<file path="config.mk">
export PLATFORM = sky130hd
export DESIGN_NAME = strobe_mem_seq
export DESIGN_NICKNAME = d
export VERILOG_FILES = /design/src/rtl/strobe_mem_pkg.sv /design/src/rtl/seq_cycle_counter.sv /design/src/rtl/seq_ctrl.sv /design/src/rtl/seq_datapath.sv /design/src/rtl/strobe_mem_seq.sv
export SDC_FILE = /design/constraint.sdc
export NUM_CORES = 1
export LEC_CHECK = 0
export BUFFER_PORTS_ARGS = -buffer_cell sky130_fd_sc_hd__clkbuf_2
export CAP_MARGIN = 20
export CORE_MARGIN = 4
export CORE_UTILIZATION = 35
export CTS_CLUSTER_SIZE = 16
export DETAILED_ROUTE_END_ITERATION = 8
export GPL_TIMING_DRIVEN = 0
export PLACE_DENSITY_LB_ADDON = 0.05
export SLEW_MARGIN = 20
export SYNTH_ARGS = -nofsm -noshare
export SYNTH_HDL_FRONTEND = slang
export SYNTH_SLANG_ARGS = --single-unit
</file>
<file path="constraint.sdc">
create_clock -name clk -period 2.9 [get_ports clk]
set_clock_uncertainty 0.2 [all_clocks]
set_input_delay 0.58 -clock clk [delete_from_list [all_inputs] [get_ports clk]]
set_output_delay 0.58 -clock clk [all_outputs]
set_load 0.02 [all_outputs]
</file>
<file path="src/rtl/strobe_mem_pkg.sv">
package strobe_mem_pkg;

  typedef enum logic [2:0] {
    S_IDLE  = 3'd0,
    S_ADDR  = 3'd1,
    S_LOW   = 3'd2,
    S_RECOV = 3'd3,
    S_DONE  = 3'd4
  } seqState_t;

  // strobes from control to datapath
  typedef struct packed {
    logic load;     // capture request address and data
    logic capture;  // sample memQ into the read register
    logic drive;    // enable write data onto the memory data wire
  } seqStrobe_t;

  // round a time in ns up to whole clock cycles
  function automatic int nsToCyc(input int ns, input int clkNs);
    return (ns + clkNs - 1) / clkNs;
  endfunction

  function automatic int imax(input int a, input int b);
    return (a > b) ? a : b;
  endfunction

endpackage

</file>
<file path="src/rtl/seq_cycle_counter.sv">
module seq_cycle_counter #(
  parameter int W = 8,
  parameter bit RESET_SAT = 1'b0
) (
  input  logic         clk,
  input  logic         rstN,
  input  logic         clear,
  output logic [W-1:0] count
);

  localparam logic [W-1:0] MAXV = '1;

  always_ff @(posedge clk) begin
    if (!rstN) begin
      count <= RESET_SAT ? MAXV : '0;
    end else if (clear) begin
      count <= '0;
    end else if (count != MAXV) begin
      count <= count + 1'b1;
    end
  end

endmodule

</file>
<file path="src/rtl/seq_ctrl.sv">
module seq_ctrl
  import strobe_mem_pkg::*;
#(
  parameter int ENLOW_C   = 45,
  parameter int ENHIGH_C  = 25,
  parameter int CYCLE_C   = 70,
  parameter int ACCESS_C  = 45,
  parameter int WEPULSE_C = 25,
  parameter int WESETUP_C = 25,
  parameter int WEHOLD_C  = 25,
  parameter int DSETUP_C  = 20,
  parameter int TURN_C    = 30,
  parameter int CNT_W     = 9
) (
  input  logic       clk,
  input  logic       rstN,
  input  logic       reqValid,
  input  logic       reqWrite,
  input  logic       reqBurst,
  input  logic       busShared,
  output logic       reqAck,
  output logic       memEnN,
  output logic       memWeN,
  output seqStrobe_t strobe
);

  localparam int RD_LOW  = imax(ENLOW_C, ACCESS_C + 1);
  localparam int WR_BASE = imax(imax(ENLOW_C, WEPULSE_C), imax(WESETUP_C, WEHOLD_C));
  localparam int WR_LOW  = imax(WR_BASE, DSETUP_C);
  localparam int WS_LOW  = imax(WR_BASE, TURN_C + DSETUP_C);

  localparam logic [CNT_W-1:0] RD_LAST = CNT_W'(RD_LOW - 1);
  localparam logic [CNT_W-1:0] WR_LAST = CNT_W'(WR_LOW - 1);
  localparam logic [CNT_W-1:0] WS_LAST = CNT_W'(WS_LOW - 1);
  localparam logic [CNT_W-1:0] TURN_V  = CNT_W'(TURN_C);
  localparam logic [CNT_W:0]   HIGH_V  = (CNT_W+1)'(ENHIGH_C);
  localparam logic [CNT_W:0]   CYC_V   = (CNT_W+1)'(CYCLE_C);
  localparam logic [CNT_W:0]   ENLOW_V = (CNT_W+1)'(ENLOW_C);

  seqState_t        state, stateNext;
  logic [CNT_W-1:0] phaseCnt, sinceFall, lowLast, driveStart;
  logic             curWrite, curBurst, curShared, weHeld;
  logic             accept, lowDone, recovDone;

  seq_cycle_counter #(.W(CNT_W), .RESET_SAT(1'b0)) uPhase (
    .clk(clk), .rstN(rstN), .clear(stateNext != state), .count(phaseCnt)
  );

  seq_cycle_counter #(.W(CNT_W), .RESET_SAT(1'b1)) uFall (
    .clk(clk), .rstN(rstN), .clear(state == S_ADDR), .count(sinceFall)
  );

  assign accept     = (state == S_IDLE) && reqValid;
  assign lowLast    = !curWrite ? RD_LAST : (curShared ? WS_LAST : WR_LAST);
  assign driveStart = curShared ? TURN_V : '0;
  assign lowDone    = (state == S_LOW) && (phaseCnt == lowLast);
  assign recovDone  = (({1'b0, phaseCnt} + 1'b1) >= HIGH_V) &&
                      (({1'b0, sinceFall} + (CNT_W+1)'(4)) >= CYC_V);

  always_comb begin
    stateNext = state;
    unique case (state)
      S_IDLE:  if (reqValid) stateNext = S_ADDR;
      S_ADDR:  stateNext = S_LOW;
      S_LOW:   if (lowDone) stateNext = S_RECOV;
      S_RECOV: if (recovDone) stateNext = S_DONE;
      S_DONE:  stateNext = S_IDLE;
      default: stateNext = S_IDLE;
    endcase
  end

  always_ff @(posedge clk) begin
    if (!rstN) begin
      state     <= S_IDLE;
      curWrite  <= 1'b0;
      curBurst  <= 1'b0;
      curShared <= 1'b0;
      weHeld    <= 1'b0;
    end else begin
      state <= stateNext;
      if (accept) begin
        curWrite  <= reqWrite;
        curBurst  <= reqBurst;
        curShared <= busShared;
        if (!(reqWrite && reqBurst)) weHeld <= 1'b0;
      end
      if (lowDone && curWrite && curBurst) weHeld <= 1'b1;
    end
  end

  assign memEnN = (state != S_LOW);
  assign memWeN = !(((state == S_LOW) && curWrite) || weHeld);
  assign reqAck = (state == S_DONE);

  assign strobe.load    = accept;
  assign strobe.capture = lowDone && !curWrite;
  assign strobe.drive   = curWrite &&
                          (((state == S_LOW) && (phaseCnt >= driveStart)) ||
                           ((state == S_RECOV) && (phaseCnt == '0)));

  // enable-low window meets its minimum width
  a_r3_low_width: assert property (@(posedge clk) disable iff (!rstN)
    $rose(memEnN) |-> (({1'b0, $past(phaseCnt)} + 1'b1) >= ENLOW_V));

  // enable fall-to-fall spacing
  a_r4_cycle_time: assert property (@(posedge clk) disable iff (!rstN)
    $fell(memEnN) |-> (({1'b0, $past(sinceFall)} + 1'b1) >= CYC_V));

  // acknowledge lasts one cycle
  a_r6_ack_single: assert property (@(posedge clk) disable iff (!rstN)
    reqAck |=> !reqAck);

  // reads never lower write-enable nor drive the wire
  a_r10_read_quiet: assert property (@(posedge clk) disable iff (!rstN)
    (!memEnN && !curWrite) |-> (memWeN && !strobe.drive));

  // shared-bus drive waits for the turnaround count
  a_r9_turnaround: assert property (@(posedge clk) disable iff (!rstN)
    (strobe.drive && !memEnN && curShared) |-> (phaseCnt >= TURN_V));

endmodule

</file>
<file path="src/rtl/seq_datapath.sv">
module seq_datapath
  import strobe_mem_pkg::*;
#(
  parameter int ADDR_W = 10
) (
  input  logic              clk,
  input  logic              rstN,
  input  seqStrobe_t        strobe,
  input  logic [ADDR_W-1:0] reqAddr,
  input  logic              reqWdata,
  input  logic              memQ,
  output logic [ADDR_W-1:0] memAddr,
  output logic              memDin,
  output logic              memDrive,
  output logic              rspRdata
);

  logic [ADDR_W-1:0] addrReg;
  logic              wdataReg, rdataReg;

  always_ff @(posedge clk) begin
    if (!rstN) begin
      addrReg  <= '0;
      wdataReg <= 1'b0;
      rdataReg <= 1'b0;
    end else begin
      if (strobe.load) begin
        addrReg  <= reqAddr;
        wdataReg <= reqWdata;
      end
      if (strobe.capture) rdataReg <= memQ;
    end
  end

  assign memAddr  = addrReg;
  assign memDin   = wdataReg;
  assign memDrive = strobe.drive;
  assign rspRdata = rdataReg;

  // write data is steady while it is driven
  a_r7_din_steady: assert property (@(posedge clk) disable iff (!rstN)
    (strobe.drive && $past(strobe.drive)) |-> $stable(memDin));

endmodule

</file>
<file path="src/rtl/strobe_mem_seq.sv">
module strobe_mem_seq
  import strobe_mem_pkg::*;
#(
  parameter int ADDR_W     = 10,
  parameter int CLK_NS     = 4,
  parameter int T_ENLOW    = 180,
  parameter int T_ENHIGH   = 100,
  parameter int T_CYCLE    = 280,
  parameter int T_ACCESS   = 180,
  parameter int T_WEPULSE  = 100,
  parameter int T_WESETUP  = 100,
  parameter int T_WEHOLD   = 100,
  parameter int T_DSETUP   = 80,
  parameter int T_TURN     = 120
) (
  input  logic              clk,
  input  logic              rstN,
  input  logic              reqValid,
  input  logic              reqWrite,
  input  logic              reqBurst,
  input  logic              busShared,
  input  logic [ADDR_W-1:0] reqAddr,
  input  logic              reqWdata,
  output logic              reqAck,
  output logic              rspRdata,
  output logic              memEnN,
  output logic              memWeN,
  output logic [ADDR_W-1:0] memAddr,
  output logic              memDin,
  output logic              memDrive,
  input  logic              memQ
);

  localparam int ENLOW_C   = nsToCyc(T_ENLOW, CLK_NS);
  localparam int ENHIGH_C  = nsToCyc(T_ENHIGH, CLK_NS);
  localparam int CYCLE_C   = nsToCyc(T_CYCLE, CLK_NS);
  localparam int ACCESS_C  = nsToCyc(T_ACCESS, CLK_NS);
  localparam int WEPULSE_C = nsToCyc(T_WEPULSE, CLK_NS);
  localparam int WESETUP_C = nsToCyc(T_WESETUP, CLK_NS);
  localparam int WEHOLD_C  = nsToCyc(T_WEHOLD, CLK_NS);
  localparam int DSETUP_C  = nsToCyc(T_DSETUP, CLK_NS);
  localparam int TURN_C    = nsToCyc(T_TURN, CLK_NS);
  localparam int SPAN_C    = CYCLE_C + ENLOW_C + ENHIGH_C + ACCESS_C + WEPULSE_C +
                             WESETUP_C + WEHOLD_C + DSETUP_C + TURN_C + 8;
  localparam int CNT_W     = $clog2(SPAN_C) + 1;

  seqStrobe_t strobe;

  seq_ctrl #(
    .ENLOW_C(ENLOW_C), .ENHIGH_C(ENHIGH_C), .CYCLE_C(CYCLE_C),
    .ACCESS_C(ACCESS_C), .WEPULSE_C(WEPULSE_C), .WESETUP_C(WESETUP_C),
    .WEHOLD_C(WEHOLD_C), .DSETUP_C(DSETUP_C), .TURN_C(TURN_C), .CNT_W(CNT_W)
  ) uCtrl (
    .clk(clk), .rstN(rstN), .reqValid(reqValid), .reqWrite(reqWrite),
    .reqBurst(reqBurst), .busShared(busShared), .reqAck(reqAck),
    .memEnN(memEnN), .memWeN(memWeN), .strobe(strobe)
  );

  seq_datapath #(.ADDR_W(ADDR_W)) uData (
    .clk(clk), .rstN(rstN), .strobe(strobe), .reqAddr(reqAddr),
    .reqWdata(reqWdata), .memQ(memQ), .memAddr(memAddr), .memDin(memDin),
    .memDrive(memDrive), .rspRdata(rspRdata)
  );

  // latched address holds while enable is low
  a_r2_addr_hold: assert property (@(posedge clk) disable iff (!rstN)
    !memEnN |-> $stable(memAddr));

endmodule

</file>
**After elaboration in Yosys (flattened, before gate mapping)**

Cells that the tools add are included.

- Bits in registers: 39
- Input port bits: 18
- Output and inout port bits: 16
- Word-level logic and storage cells: 61

- Add/subtract/negate cells: 4
- Magnitude comparators: 3
- Equal/unequal tests: 10
- Mux-type cells: 12
- Bitwise gates (word level): 1
- Reductions and logical operators: 21

Operators by type and width:

| kind | number |
|---|---|
| $mux 10 | 3 |
| $add 10x1->10 const B | 2 |
| $ne 10x10->1 const B | 2 |
| $pmux 3 s4 | 1 |
| $add 10x1->11 const B | 1 |
| $add 10x3->11 const B | 1 |
| $ge 11x5->1 const B | 1 |
| $ge 11x7->1 const B | 1 |
| $logic_and 1x1->1 | 11 |
| $eq 10x10->1 | 1 |
| $ge 10x10->1 | 1 |
| $logic_not 10->1 | 1 |
| $mux 5 | 2 |
| $mux 3 | 3 |
| $eq 3x2->1 const B | 2 |
| $reduce_bool 2->1 | 2 |
| $eq 3x1->1 const B | 1 |
| $eq 3x3->1 const B | 1 |
| $logic_not 3->1 | 1 |
| $mux 1 | 3 |
| $ne 3x2->1 const B | 1 |
| $ne 3x3->1 | 1 |
| $logic_not 1->1 | 2 |
| $logic_or 1x1->1 | 2 |
| 4 further kinds | 4 |

**Longest topological paths before layout**

Gate-level depths: netlist (run 1).

- Depth in word-level cells: 8
- Mapped depth: 10
- Depth with buffers taken out: 8

**Modules after synthesis**

A second synthesis (run 1) with hierarchy kept.

- Cell total of the unflattened synthesis: 252
- Area, all modules: 2308.5 um^2

Modules (own cells, without submodules):

| module | times used | cells an instance | area an instance (um^2) | seq. area each (um^2) |
|---|---|---|---|---|
| seq_ctrl | 1 | 101 | 819.5 | 140.1 |
| seq_cycle_counter at uCtrl.uFall | 1 | 59 | 534.3 | 200.2 |
| seq_cycle_counter at uCtrl.uPhase | 1 | 53 | 496.7 | 200.2 |
| seq_datapath | 1 | 39 | 457.9 | 240.2 |

**Worst setup path after synthesis (run 1)**

OpenSTA, ideal clock, no wires.

- Kind: register -> output
- Start: reg uCtrl.uPhase.count[0]
- End: out memDrive
- Data arrival time: 1.877 ns
- Required time: 2.120 ns
- Slack: 0.243 ns
- Stages on the path, launching flop included: 7
- Path buffers: 1
- Cells stage by stage: dfxtp_1 > clkbuf_8 > inv_1 > ha_1 > nand4_1 > or4_2 > o32ai_1

- Longest elaborated chain between the ends: 4
- Elaborated cells on any way between the ends: 6
- Those cells by class: order compare (1); reduce/logical (5)

RTL lines:

| element | RTL line | RTL |
|---|---|---|
| from (decl) | seq_cycle_counter.sv:8 | `output logic [W-1:0] count` |
| from (signal assigned) | seq_cycle_counter.sv:15 | `count <= RESET_SAT ? MAXV : '0;` |
| from (signal assigned) | seq_cycle_counter.sv:19 | `count <= count + 1'b1;` |
| $ge 10x10->1 / $logic_not 10->1 (equally long branches) | seq_ctrl.sv:98, seq_ctrl.sv:99 |  |
| $logic_and 1x1->1, on equally long branches | seq_ctrl.sv:98, seq_ctrl.sv:99 |  |
| $logic_or 1x1->1 * | seq_ctrl.sv:98 | `(((state == S_LOW) && (phaseCnt >= driveStart)) \|\|` |
| $logic_and 1x1->1 * | seq_ctrl.sv:97 | `assign strobe.drive = curWrite &&` |
| to (decl) | strobe_mem_seq.sv:30 | `output logic memDrive,` |

Every way passes the cells marked *; elsewhere a longest branch is shown, timed or not.

**Worst setup path after layout (run 1)**

- Start: reg uCtrl.uPhase.count[1]
- End: out memDrive

Same word-level chain as after synthesis.

==> flow_summary_export.csv, run 1 <==
group,metric,value,unit
setup_path,slowest_stage,"a2111oi_4",
grt,grt_max_degree,14,
yosys,synth_top_family_by_area,"simple AND/OR/NAND/NOR gates",
yosys,async_reset_ff_share,0,%
power_and_ir_drop,p_leak,1.13,nW
setup_path,endpoint_kind,"output port",
final_layout,antenna_cells,0,
final_layout,stdcell_area,2770,sq um
clock_tree,cts-root-buf,"clkbuf_8",
yosys,syn_inst,276,
yosys,ys_types,57,
setup_path,start_kind,"flip-flop",
setup_path,critPathMostFrequentCell,"a21o_1",
final_layout,n_fill_cell,688,
grt,grt_overflow,0,
final_layout,regArea,788,sq um
clock_tree,htreeDepth,2,
routing,viasPerCell,5.03,
setup_path,critPathMaxStageDelay,0.38,ns
floorplan,ios,34,
yosys,synth_xor_area_share,5.01,%
placed_design,place_inst,386,
floorplan,rows,29,
setup_path,cpLargestDelayFamily,"compound AO/OA/AOI/OAI gates",
setup_path,path_class,"reg2out",
placed_design,io_buffer_count,33,
placed_design,dpl.hpwl,3770,um
clock_tree,cts-buffers-inserted,5,
power_and_ir_drop,peakVddDrop,0.359,mV
grt,grt_pass1_wl,8580,um
final_layout,most-common-layout-cells,"nand2_1, dfxtp_1, clkbuf_2, nor2_1, a21oi_1",
final_layout,finalNetCount,348,
yosys,syn-num-nets,305,
floorplan,core,6310,sq um
placed_design,post_dp_cell_area,2540,sq um
clock_tree,clk_path_buf_depth,2,
floorplan,start_util,36.0,%
floorplan,die_h,88.6,um
grt,grt_usage,14.2,%
yosys,synth_edf_count,0,
yosys,synthSimpleGateAreaFrac,24.4,%
clock_tree,insertion_delay,0.30,ns
sta,drv_slew,0,
setup_path,crit_fanout,4,
hold_path,min_path_type,"reg2reg",
routing,postRouteAntennaNets,0,
yosys,syn-mean-instance-area,8.23,sq um
flow_run,drv_cap,0,
run_status,status,"finished clean",
grt,first_global_vias,1813,
setup_path,cp_data_required_time,2.12,ns
floorplan,die_w,88.6,um
clock_tree,clkTransAtPathRegs,0.09,ns
clock_tree,tritoncts,"done",
yosys,syn-cell-area,2270,sq um
sta,slew_headroom,58.1,%
setup_path,path_buf_inv,3,
yosys,yosys_warnings,0,
final_layout,final_cells,397,
final_layout,final_layout_size_suffix_gt1_share,25.6,%
routing,wl_per_cell,13.4,um
setup_path,path_cells,"inv_6, ha_4, inv_1, o21ai_2, a21o_1, a21o_1, a2111oi_4, o32ai_2, buf_4",
grt,antenna_found_initial,0,
sta,clock.fmax,0.353,GHz
sta,post-route-period-util,97.7,%
routing,firstDrtPassIters,4,
clock_tree,clock-sinks,39,
sta,setup-violations-final,0,
yosys,ys_seq_elements,39,
routing,drcViolationCount,0,
yosys,yosys.area_share.adder,6.06,%
final_layout,area_delta_synth_final,22.1,%
final_layout,multi_input_area,1380,sq um
placed_design,gp_congestion,0.754,
sta,hold_viol,0,
power_and_ir_drop,p_per_area,658,nW/um^2
floorplan,die_area,7840,sq um
routing,routed_wl,5320,um
yosys,synth_compound_area_share,21.9,%
yosys,ys_seq_area_share,34.4,%
routing,drtIter0Drc,41,
final_layout,final_common_cell,"nand2_1",
setup_path,crit_arrival,2.05,ns
final_layout,final_util,43.9,%
sta,period_minus_slack,2.83,ns
routing,dr_total_vias,1997,
yosys,synth_mux_area_share,0.441,%
sta,tightest_slew,0.626,ns
yosys,synth_ff_type,"dfxtp_1",
[worst register-to-register path, stage by stage, from the launching register on]
cell and delay, ns:
dfxtp_4 0.38, buf_4 0.14, ha_1 0.13, clkbuf_2 0.21
nand3_2 0.18, a211o_1 0.32, o31ai_1 0.08, nand4_2 0.18
a41o_1 0.29, buf_6 0.15, nor3_4 0.16
[state kept, by name, summed over array words and instances (netlist names)]
name / cells
uData.rspRdata: 1
uCtrl.uFall.count: 10
uCtrl.weHeld: 1
uData.memAddr: 10
uCtrl.curWrite: 1
uCtrl.uPhase.count: 10
uCtrl.curBurst: 1
uData.memDin: 1
uCtrl.curShared: 1
uCtrl.state: 3
[cell usage after synthesis (5+ instances only)]
master     n  area share [%]
a21boi_0  15             5.0
a21oi_1   17             3.7
clkbuf_1   7             1.2
dfxtp_1   39              34
ha_1      11             6.1
inv_1     13             2.1
nand2_1   41             6.8
nand3_1   11             2.4
nand4_1    5             1.4
nor2_1    18             3.0
nor3_1     5             1.1
o21ai_0   15             3.3
xnor2_1   11             4.2
[what timing repair did]
action / CTS / global route
pin swaps: 2 / 4
setup endpoints to repair: 1 / 1
endpoints found under the hold margin: 0 / 0
gates resized for setup: 10 / 11
hold buffers: 0 / 0
buffers inserted: 1 / 2
[final cells by class]
cell class              instances  share of cell area [%]
clock buffers                   5                    2.48
clock inverters                 3                    2.44
multi-input cells             206                    49.7
inverters                      13                    1.94
repair buffers                 36                    6.86
flip-flops and latches         39                    28.4
plain buffers                  18                    4.69
well taps                      77                    3.47
[power breakdown]
group          switching, mW  internal [mW]
Combinational          0.329          0.251
Sequential            0.0730          0.612
Clock                  0.218          0.343
[path summary, 6_finish.rpt]
kind | from | endpoint | slack [ns] | depth (start not counted)
min | uCtrl.curBurst$_SDFFE_PN0P_ | uCtrl.curBurst$_SDFFE_PN0P_ | 0.27 | 2
min reg2reg | uCtrl.curBurst$_SDFFE_PN0P_ | uCtrl.curBurst$_SDFFE_PN0P_ | 0.27 | 2
max reg2reg | uCtrl.uPhase.count[1]$_SDFFE_PP0P_ | uCtrl.uPhase.count[8]$_SDFFE_PP0P_ | 0.42 | 10
max | uCtrl.uPhase.count[1]$_SDFFE_PP0P_ | memDrive | 0.07 | 9
[metrics by stage]
step	hold slack (ns)	power (mW)	setup WS, ns	TNS [ns]
CTS	0.270	1.84	0.0303	0
global route	0.295	1.97	-0.00511	-0.00511
floorplan	0.243	1.14	0.243	0
finish	0.269	1.83	0.0677	0
detailed placement	0.258	1.27	0.0557	0
global placement	0.252	1.27	0.0425	0
[cells by family after synthesis]
kind of cell,Yosys count
and+or+nand+nor,108
xor gates and xnor gates,13
AOI/OAI and AO/OA,73
adders and majority gates,11
buffers and inverters,31
muxes,1
DFF,39
[metal layers]
layer  up-vias  global-route usage [%]  wire (um)
li1       1054                       -          -
met1       907                    18.5       2590
met2        31                    23.1       2500
met3         5                    2.79        151
met4         0                    5.36         73
met5         -                       0          0
(Power assumes the default switching activity.)
==> run 2, diff against run 1 <==
--- a/config.mk
+++ b/config.mk
@@ -7,7 +7,7 @@
 export LEC_CHECK = 0
 export BUFFER_PORTS_ARGS = -buffer_cell sky130_fd_sc_hd__clkbuf_2
 export CAP_MARGIN = 20
-export CORE_MARGIN = 4
+export CORE_MARGIN = 5
 export CORE_UTILIZATION = 35
 export CTS_CLUSTER_SIZE = 16
 export DETAILED_ROUTE_END_ITERATION = 8
==> flow_summary_export.csv, run 2 (synthesized netlist as in run 1, its figures left out) <==
group,metric,value,unit
setup_path,start_kind,"flip-flop",
hold_path,holdPathEnd,"uData.memAddr[7]$_SDFFE_PN0P_",
floorplan,die_h,90.6,um
sta,post-route-period-util,97.3,%
floorplan,ios,34,
final_layout,most-common-layout-cells,"nand2_1, dfxtp_1, clkbuf_2, nor2_1, a21oi_1",
clock_tree,cts-buffers-inserted,5,
clock_tree,cts-root-buf,"clkbuf_8",
final_layout,antenna_cells,0,
grt,antenna_found_initial,0,
routing,firstDrtPassIters,4,
routing,routed_wl,5260,um
sta,clock.fmax,0.355,GHz
final_layout,final_layout_size_suffix_gt1_share,24.5,%
sta,final.setup.tns,0,ns
clock_tree,tritoncts,"done",
floorplan,die_area,8200,sq um
clock_tree,clock-sinks,39,
sta,drv_slew,0,
floorplan,die_w,90.6,um
sta,period_minus_slack,2.82,ns
floorplan,rows,29,
floorplan,start_util,36.0,%
routing,viasPerCell,5.02,
clock_tree,htreeDepth,2,
sta,hold-worst-slack,0.268,ns
power_and_ir_drop,p_per_area,635,nW/um^2
hold_path,min_delay_path_depth,2,
hold_path,min_path_type,"reg2reg",
power_and_ir_drop,p_leak,1.12,nW
clock_tree,clk_path_buf_depth,2,
floorplan,core,6310,sq um
setup_path,cp-startpoint,"uCtrl.uPhase.count[7]$_SDFFE_PP0P_",
grt,grt_usage,13.0,%
placed_design,gp_congestion,0.761,
sta,tightest_slew,0.595,ns
setup_path,crit_fanout,9,
placed_design,dpl.hpwl,3840,um
final_layout,final_common_cell,"nand2_1",
clock_tree,clkTransAtPathRegs,0.08,ns
placed_design,io_buffer_count,33,
final_layout,area_delta_synth_final,19.6,%
routing,postRouteAntennaNets,0,
sta,slew_headroom,60.2,%
routing,drcViolationCount,0,
sta,hold_viol,0,
setup_path,crit_arrival,2.04,ns
flow_run,drv_cap,0,
grt,grt_pass1_wl,8960,um
setup_path,path_class,"reg2out",
final_layout,finalNetCount,346,
setup_path,reg2reg_to,"uCtrl.uPhase.count[8]$_SDFFE_PP0P_",
sta,setup-violations-final,0,
grt,first_global_vias,1891,
clock_tree,insertion_delay,0.29,ns
routing,dr_total_vias,1984,
setup_path,cp_data_required_time,2.12,ns
setup_path,reg2reg_slack,0.45,ns
routing,wl_per_cell,13.3,um
final_layout,n_fill_cell,657,
power_and_ir_drop,peakVddDrop,0.312,mV
setup_path,endpoint_kind,"output port",
clock_tree,holdBufCountCts,0,
hold_path,hold_path.startpoint,"uData.memAddr[7]$_SDFFE_PN0P_",
final_layout,regArea,788,sq um
final_layout,multi_input_area,1360,sq um
setup_path,r2r_start,"uCtrl.uPhase.count[0]$_SDFFE_PP0P_",
grt,grt_max_degree,14,
grt,grt_overflow,0,
setup_path,rr_worst_depth,10,
sta,rsz0062_at_grt,"false",
routing,drtIter0Drc,66,
run_status,status,"finished clean",
[run 2: worst max path at each step]
stage / to / slack (ns) / cells past startpoint
finish: memDrive / 0.08 / 6
CTS: memDrive / 0.01 / 7
global placement: memDrive / 0.04 / 9
floorplan: memDrive / 0.24 / 6
global route: memDrive / 0.002 / 9
detailed placement: memDrive / 0.01 / 9
[run 2: per-layer routing]
layer | GRT usage [%] | vias up | part of all wire (%)
li1 | - | 1053 | -
met1 | 16.7 | 905 | 47
met2 | 22.0 | 24 | 49
met3 | 3.00 | 2 | 3.3
met4 | 2.61 | 0 | 0.44
met5 | 0 | - | 0
[run 2: repair_timing]
| action | CTS | global route |
|---|---|---|
| resized for setup | 11 | 5 |
| pin swaps | 2 | 4 |
| setup endpoints to repair | 1 | 1 |
| buffers inserted | 1 | 1 |
[run 2: worst max-delay path, cell delays in order, from the launching register on]
cell	delay, ns
dfxtp_1	0.30
buf_4	0.16
or2_1	0.24
or3_1	0.41
a2111oi_4	0.36
o32ai_2	0.12
buf_4	0.17
[run 2: through the flow]
step           worst slack [ns]  std cells  instance area (sq um)  power, mW  util (%)
6_report                 0.0795        395                   2720       1.72      43.0
5_1_grt                 0.00172        395                   2720       1.87      43.0
4_1_cts                  0.0113        394                   2690       1.75      42.6
3_5_place_dp             0.0124        386                   2540       1.27      40.2
3_3_place_gp             0.0419        386                   2530       1.27      40.1
2_1_floorplan             0.243        276                   2270       1.14         -
[run 2: final cells by class]
type | count | area share [%]
Clock buffer | 5 | 2.53
Multi-Input combinational cell | 206 | 50.0
Tap cell | 77 | 3.55
Timing Repair Buffer | 35 | 6.73
Buffer | 17 | 4.65
Sequential cell | 39 | 29.0
Clock inverter | 3 | 1.61
Inverter | 13 | 1.89
[run 2: power by group]
part	switching, mW	internal [mW]	leakage, nW
registers	0.0744	0.612	0.321
clock network	0.205	0.256	0.0581
logic	0.327	0.249	0.741
